**config.mk**
```make
export PLATFORM = sky130hd
export DESIGN_NAME = spi_reg_slave
export DESIGN_NICKNAME = d
export VERILOG_FILES = /design/src/rtl/spi_reg_slave_pkg.sv /design/src/rtl/spi_rx_shift.sv /design/src/rtl/spi_seq.sv /design/src/rtl/spi_regfile.sv /design/src/rtl/spi_tx.sv /design/src/rtl/spi_reg_slave.sv
export SDC_FILE = /design/constraint.sdc
export NUM_CORES = 1
export LEC_CHECK = 0
export BUFFER_PORTS_ARGS = -buffer_cell sky130_fd_sc_hd__clkbuf_2
export CAP_MARGIN = 10
export CELL_PAD_IN_SITES_DETAIL_PLACEMENT = 1
export CELL_PAD_IN_SITES_GLOBAL_PLACEMENT = 1
export CORE_UTILIZATION = 48
export CTS_BUF_LIST = sky130_fd_sc_hd__clkbuf_4 sky130_fd_sc_hd__clkbuf_8 sky130_fd_sc_hd__clkbuf_16
export DETAILED_ROUTE_END_ITERATION = 7
export HOLD_SLACK_MARGIN = 0.12
export MAX_ROUTING_LAYER = met4
export PLACE_DENSITY = 0.94
export SYNTH_ARGS = -nofsm -noshare
export SYNTH_HDL_FRONTEND = slang
export SYNTH_HIERARCHICAL = 1
export SYNTH_SLANG_ARGS = --single-unit
```
**constraint.sdc**
```tcl
create_clock -name sclk_i -period 4.9 [get_ports sclk_i]
set_clock_uncertainty 0.2 [all_clocks]
set_input_delay 0.735 -clock sclk_i [delete_from_list [all_inputs] [get_ports sclk_i]]
set_output_delay 0.735 -clock sclk_i [all_outputs]
set_load 0.02 [all_outputs]
```
**src/rtl/spi_reg_slave_pkg.sv**
```systemverilog
package spi_reg_slave_pkg;
  localparam int unsigned BYTE_W = 8;
  localparam int unsigned PTR_W  = 7;

  typedef enum logic [2:0] {
    PH_DEV,
    PH_PTR,
    PH_DATA,
    PH_READ,
    PH_SKIP
  } phase_e;
endpackage

```
**src/rtl/spi_rx_shift.sv**
```systemverilog
module spi_rx_shift
  import spi_reg_slave_pkg::*;
(
  input  logic              sclk_i,
  input  logic              sess_rst_ni,
  input  logic              sdi_i,
  output logic [2:0]        bit_cnt_o,
  output logic [BYTE_W-1:0] byte_o,
  output logic              byte_done_o
);
  logic [BYTE_W-2:0] sh_q;
  logic [2:0]        cnt_q;

  always_ff @(posedge sclk_i or negedge sess_rst_ni) begin
    if (!sess_rst_ni) begin
      sh_q  <= '0;
      cnt_q <= '0;
    end else begin
      sh_q  <= {sh_q[BYTE_W-3:0], sdi_i};
      cnt_q <= cnt_q + 3'd1;
    end
  end

  // byte completes combinationally on the edge carrying its last bit
  assign byte_o      = {sh_q, sdi_i};
  assign byte_done_o = (cnt_q == 3'd7);
  assign bit_cnt_o   = cnt_q;
endmodule

```
**src/rtl/spi_seq.sv**
```systemverilog
module spi_seq
  import spi_reg_slave_pkg::*;
#(
  parameter logic [PTR_W-1:0] DEV_ADDR = 7'b0010000
) (
  input  logic              sclk_i,
  input  logic              rst_ni,
  input  logic              sess_rst_ni,
  input  logic [BYTE_W-1:0] byte_i,
  input  logic              byte_done_i,
  output phase_e            phase_o,
  output logic [PTR_W-1:0]  ptr_o,
  output logic              incr_o,
  output logic              we_o,
  output logic [BYTE_W-1:0] wdata_o
);
  phase_e           phase_q, phase_d;
  logic [PTR_W-1:0] ptr_q;
  logic             incr_q;

  always_comb begin
    phase_d = phase_q;
    if (byte_done_i) begin
      unique case (phase_q)
        PH_DEV: begin
          if (byte_i[BYTE_W-1:1] != DEV_ADDR) phase_d = PH_SKIP;
          else if (byte_i[0])                 phase_d = PH_READ;
          else                                phase_d = PH_PTR;
        end
        PH_PTR:  phase_d = PH_DATA;
        default: phase_d = phase_q;
      endcase
    end
  end

  always_ff @(posedge sclk_i or negedge sess_rst_ni) begin
    if (!sess_rst_ni) phase_q <= PH_DEV;
    else              phase_q <= phase_d;
  end

  // pointer survives chip-select cycles
  always_ff @(posedge sclk_i or negedge rst_ni) begin
    if (!rst_ni) begin
      ptr_q  <= '0;
      incr_q <= 1'b0;
    end else if (byte_done_i && phase_q == PH_PTR) begin
      ptr_q  <= byte_i[PTR_W-1:0];
      incr_q <= byte_i[BYTE_W-1];
    end else if (byte_done_i && incr_q &&
                 (phase_q == PH_DATA || phase_q == PH_READ)) begin
      ptr_q  <= ptr_q + 7'd1;
    end
  end

  assign we_o    = byte_done_i && (phase_q == PH_DATA);
  assign wdata_o = byte_i;
  assign phase_o = phase_q;
  assign ptr_o   = ptr_q;
  assign incr_o  = incr_q;
endmodule

```
**src/rtl/spi_regfile.sv**
```systemverilog
module spi_regfile
  import spi_reg_slave_pkg::*;
#(
  parameter int unsigned NUM_REGS = 16
) (
  input  logic                       sclk_i,
  input  logic                       rst_ni,
  input  logic                       we_i,
  input  logic [PTR_W-1:0]           waddr_i,
  input  logic [BYTE_W-1:0]          wdata_i,
  input  logic [PTR_W-1:0]           raddr_i,
  output logic [BYTE_W-1:0]          rdata_o,
  output logic [NUM_REGS*BYTE_W-1:0] regs_o
);
  logic [BYTE_W-1:0] mem_q [NUM_REGS];

  for (genvar g = 0; g < NUM_REGS; g++) begin : g_reg
    always_ff @(posedge sclk_i or negedge rst_ni) begin
      if (!rst_ni)                             mem_q[g] <= '0;
      else if (we_i && waddr_i == PTR_W'(g))   mem_q[g] <= wdata_i;
    end
    assign regs_o[g*BYTE_W +: BYTE_W] = mem_q[g];
  end

  // unbacked addresses read as zero
  always_comb begin
    rdata_o = '0;
    for (int i = 0; i < NUM_REGS; i++) begin
      if (raddr_i == PTR_W'(i)) rdata_o = mem_q[i];
    end
  end
endmodule

```
**src/rtl/spi_tx.sv**
```systemverilog
module spi_tx
  import spi_reg_slave_pkg::*;
(
  input  logic              sclk_i,
  input  logic              sess_rst_ni,
  input  logic              rd_active_i,
  input  logic [2:0]        bit_cnt_i,
  input  logic [BYTE_W-1:0] rdata_i,
  output logic              sdo_o,
  output logic              sdo_oe_o
);
  always_ff @(negedge sclk_i or negedge sess_rst_ni) begin
    if (!sess_rst_ni) begin
      sdo_o    <= 1'b0;
      sdo_oe_o <= 1'b0;
    end else begin
      sdo_oe_o <= rd_active_i;
      sdo_o    <= rd_active_i ? rdata_i[3'd7 - bit_cnt_i] : 1'b0;
    end
  end
endmodule

```
**src/rtl/spi_reg_slave.sv**
```systemverilog
module spi_reg_slave
  import spi_reg_slave_pkg::*;
#(
  parameter int unsigned      NUM_REGS = 16,
  parameter logic [PTR_W-1:0] DEV_ADDR = 7'b0010000
) (
  input  logic                       rst_ni,
  input  logic                       cs_ni,
  input  logic                       sclk_i,
  input  logic                       sdi_i,
  output logic                       sdo_o,
  output logic                       sdo_oe_o,
  output logic [NUM_REGS*BYTE_W-1:0] regs_o
);
  logic              sess_rst_n;
  logic [2:0]        bit_cnt;
  logic [BYTE_W-1:0] rx_byte;
  logic              byte_done;
  phase_e            phase;
  logic [PTR_W-1:0]  ptr;
  logic              incr;
  logic              we;
  logic [BYTE_W-1:0] wdata;
  logic [BYTE_W-1:0] rdata;

  assign sess_rst_n = rst_ni & ~cs_ni;

  spi_rx_shift u_rx (
    .sclk_i      (sclk_i),
    .sess_rst_ni (sess_rst_n),
    .sdi_i       (sdi_i),
    .bit_cnt_o   (bit_cnt),
    .byte_o      (rx_byte),
    .byte_done_o (byte_done)
  );

  spi_seq #(.DEV_ADDR(DEV_ADDR)) u_seq (
    .sclk_i      (sclk_i),
    .rst_ni      (rst_ni),
    .sess_rst_ni (sess_rst_n),
    .byte_i      (rx_byte),
    .byte_done_i (byte_done),
    .phase_o     (phase),
    .ptr_o       (ptr),
    .incr_o      (incr),
    .we_o        (we),
    .wdata_o     (wdata)
  );

  spi_regfile #(.NUM_REGS(NUM_REGS)) u_rf (
    .sclk_i  (sclk_i),
    .rst_ni  (rst_ni),
    .we_i    (we),
    .waddr_i (ptr),
    .wdata_i (wdata),
    .raddr_i (ptr),
    .rdata_o (rdata),
    .regs_o  (regs_o)
  );

  spi_tx u_tx (
    .sclk_i      (sclk_i),
    .sess_rst_ni (sess_rst_n),
    .rd_active_i (phase == PH_READ),
    .bit_cnt_i   (bit_cnt),
    .rdata_i     (rdata),
    .sdo_o       (sdo_o),
    .sdo_oe_o    (sdo_oe_o)
  );
endmodule

```
==> results.txt <==
The width of the die came out at 126 um. The aggregate global-route resource usage is 34.6%. Summed over all nets, the switching power comes to 0.653 mW. Combinational logic is responsible for 2.7% of the overall power.

The per-cell routed wire length came out at 26.9 um. Broken down by cell family, the worst path's largest delay share belongs to compound AO/OA/AOI/OAI gates. For this design the ratio of total power to cell area is 289 mW/mm^2. The cell depth of the worst flop-to-flop path is 10. The cell count after synthesis came out at 591. The post-detailed-route count of antenna-violating nets came out at 0. The cell area after placement is 0.00842 mm^2. The signal on the critical path passes through buf_4, nand2_1, buf_6, buf_4, o22ai_1, a21o_1, a32oi_1, mux4_2, nor2_1, a311oi_1.

The count of boundary I/O pins is 134. The library cell appearing most often on the critical path is buf_4. After clock tree synthesis, the clock-pin slew on the worst setup and hold paths is 0.06 ns. The H-tree was split into 4 levels. After synthesis, the largest area contributor takes up 50.3% of total cell area. The share of cells above drive strength 1 is 52.4%. The total power draw came out at 2.66 mW. The area of the die is 0.0159 mm^2. The slowest stage of the critical path is the mux4_2 cell. The via count of the first global-routing pass came out at 6469. TritonCTS built the clock tree. The initial antenna violation count came out at 0. The leakage dissipation is 4.58 nW. The number of placed instances, taps included, is 911.

dfrtp_1 takes more of the synthesized area than any other cell. The total inserted antenna cells is 0. The area overhead of the layout relative to synthesis came out at 24.0%. The final routed DRC violation total is 0. The commonest register cell after synthesis is dfrtp_1. The tree is rooted in a clkbuf_16.

The final count of negative-setup-slack endpoints came out at 1. The switching share of power came out at 24.6%. After the first detailed-routing iteration, the DRC count stood at 482. The nature of the critical path startpoint is a flop.

Setup repair after global routing could not meet its margin everywhere. The core region is 0.0151 mm^2. The fill cell total of the finished layout is 1542. The number of vias per cell after detailed routing came out at 6.38. At the later pin of the worst-skew pair, clock insertion delay measures 0.44 ns.

The HPWL after detailed placement is 17.2 mm. For this design, the CTS-stage hold fixing added 0 buffers. The die is 126 um tall.

The reg2reg setup slack is -0.12 ns. The required time at the endpoint of the critical path came out at 2.49 ns. The via count of the routed design is 6071.

In the final layout, the multi-input gates occupy 0.00346 mm^2. At the end of the flow, the number of nets in the layout was 758. For the worst setup path, the data arrival time is 2.60 ns. The count of non-filler cells in the finished layout came out at 952.

The final reports fail on setup timing. The first global-routing pass estimated 39.5 mm of wire. The final cell area excluding filler cells came out at 0.00919 mm^2. The setup TNS came out at -0.117 ns.

The internal power summed over all cells is 2.00 mW. The clock network power share is 49.0%. The count of state elements after synthesis is 151. The routability-driven placement congestion ratio came out at 0.920. For this configuration, the core starts out at a cell density of 48.9%. By area the synthesized netlist is led by dfrtp_1 (50%), mux2_2 (21%), mux2i_1 (1.9%), nand2_1 (1.9%), mux4_2 (1.5%). The final worst slack came out at -0.117 ns.

The critical path in this run is classified as flop to flop. The mapped netlist covers 0.00741 mm^2. Buffers inserted during clock tree synthesis total 17. The min-delay analysis places its worst path in the category input pin to asynchronous set/reset pin. The worst voltage drop across the vdd grid came out at 276 uV. The number of buffers and inverters on the critical path is 3. The row count came out at 45. The mean instance size in the synthesized netlist is 12.5 um^2. For the pin with the worst max-slew slack, the measured transition is 1.11 ns. The clock sink count came out at 151. The largest fanout on the critical path came out at 6. The number of max-cap violations came out at 0. The number of buffers on the longest clock path is 2. Registers are responsible for 48.3% of the overall power.

Registers take 0.00378 mm^2. The sequential share of the synthesized area came out at 51.0%. After synthesis, the share of flip-flops with an asynchronous set or reset is 100%. In this run the critical register-to-register path is launched from u_seq/ptr_o[0]. The run finished, with violations left. The final global-route overflow total came out at 0. Counting distinct cell types in the post-synthesis netlist gives 65. The number of nets in the synthesized netlist is 598. STA classifies the critical path endpoint as a flop. The endpoint identified for the worst register-to-register timing path is u_tx/sdo_o. The count of flip-flops with a built-in enable after synthesis came out at 0. The delay of the slowest critical-path stage is 0.49 ns. The relative slew slack is 26.1%.

The yosys synthesis warning count came out at 6. The number of buffers added on ports came out at 133. Entering global routing, the biggest net connects 87 pins.

The final routed wirelength across all metal layers is 25.6 mm. The first-pass iteration count of the detailed router is 5. The number of max-slew violations in the final report came out at 0. The final-report hold violation count came out at 0.
## area by class of cell
type,instances,share of cell area (%)
sequential,151,41.2
timing repair buffer,186,12.0
clock inverter,14,1.54
tap,188,2.56
inverter,9,0.368
clock buffer,18,4.78
multi-input combinational,386,37.6
## layer usage
| metal | part of all wire, % | up-vias | GRT usage, % |
|---|---|---|---|
| met5 | 0 | - | - |
| met4 | 4.7 | 0 | 18.4 |
| met3 | 6.1 | 97 | 7.14 |
| met2 | 51 | 333 | 55.6 |
| met1 | 39 | 3128 | 41.1 |
| li1 | - | 2513 | - |
## flip-flops by register name (all words and copies together) (netlist names)
name	count
u_seq/ptr_o	7
u_rx/bit_cnt_o	3
u_tx/sdo_o	1
u_rx/sh_q	7
u_seq/incr_o	1
u_seq/phase_o	3
u_tx/sdo_oe_o	1
u_rf/regs_o	128
## how the worst max path moves through the flow
stage          slack, ns         end  cells after the start      startpoint
2_1_floorplan       0.06  u_tx/sdo_o                      9  u_seq/ptr_o[1]
3_3_place_gp       -0.03  u_tx/sdo_o                      8  u_seq/ptr_o[1]
3_5_place_dp       -0.13  u_tx/sdo_o                      9  u_seq/ptr_o[0]
4_1_cts            -0.03  u_tx/sdo_o                      8  u_seq/ptr_o[2]
5_1_grt            -0.18  u_tx/sdo_o                     10  u_seq/ptr_o[0]
6_report           -0.12  u_tx/sdo_o                     10  u_seq/ptr_o[0]
## logic make-up (layout without fill, tap and decap cells)
family,after synthesis,after routing,synth area share (%)
AOI/OAI and AO/OA,98,98,9.00
xor gates and xnor gates,2,2,0.236
adders and majority gates,3,3,0.506
buffers and inverters,54,227,3.68
DFF,151,151,51.0
muxes,156,156,24.4
and+or+nand+nor,127,127,11.2
## cells in the mapped netlist (2+ instances only)
library cell    n
or3b_1          4
a22oi_1         2
a21o_1          5
o311ai_0        3
dfrtp_1       149
nor3_1          5
nand2b_1       10
nand2_1        37
mux2i_1        14
ha_1            3
o211ai_1        3
nand4_1         3
nor2_1         17
o21ai_0        16
inv_1           9
o32ai_1         4
dfrtn_1         2
o31ai_1         6
nor2b_1         7
o21ai_1         2
clkbuf_1       14
buf_2          17
buf_4          13
or4b_1          4
mux2_2        135
o221ai_1        8
a21boi_0        2
nand3_1         4
nor3b_1         4
o22ai_1        13
a211oi_1        3
and3_1          2
and3b_1         3
mux4_2          5
nand4_2         2
nor2_4          8
a32oi_1         8
nor4_4          2
a21oi_1        17
## repair_timing
action / in CTS / in global routing
endpoints found under the setup margin: 1 / 1
gates resized for setup: 31 / 8
hold endpoints to repair: 0 / 0
cloned: 1 / 0
buffers inserted: 7 / 1
pin swaps: 5 / 5
## worst register-to-register path: stages (launching register included)
cell and delay (ns):
dfrtp_2 0.47, buf_4 0.17, nand2_1 0.11, buf_6 0.17
buf_4 0.15, o22ai_1 0.16, a21o_1 0.18, a32oi_1 0.11
mux4_2 0.49, nor2_1 0.12, a311oi_1 0.06
## power by group through the flow
| stage | Combinational, mW | Sequential [mW] | Clock [mW] |
|---|---|---|---|
| 6_report | 0.0718 | 1.28 | 1.30 |
| 2_1_floorplan | 0.0341 | 1.29 | 0 |
| 3_5_place_dp | 0.0702 | 1.30 | 0 |
| 4_1_cts | 0.0727 | 1.28 | 1.32 |
| 3_3_place_gp | 0.0670 | 1.30 | 0 |
| 5_1_grt | 0.0787 | 1.28 | 1.36 |
## cell usage in the layout, fill, tap and decap left out, types with 14 or more instances in the layout
cell       count
nand2_1       36
nor2_1        17
clkbuf_16     17
dfrtp_1      144
a21oi_1       16
o21ai_0       14
mux2_2       134
clkbuf_2     132
buf_4         46
## per-stage QoR
stage          util (%)  worst slack, ns  hold WS (ns)
4_1_cts            60.5          -0.0273         0.241
2_1_floorplan         -           0.0551         0.188
3_3_place_gp       55.6          -0.0263         0.309
6_report           60.7           -0.117         0.223
5_1_grt            60.7           -0.177         0.277
3_5_place_dp       55.6           -0.134         0.324
No activity file was read; power rests on OpenSTA's default activity.
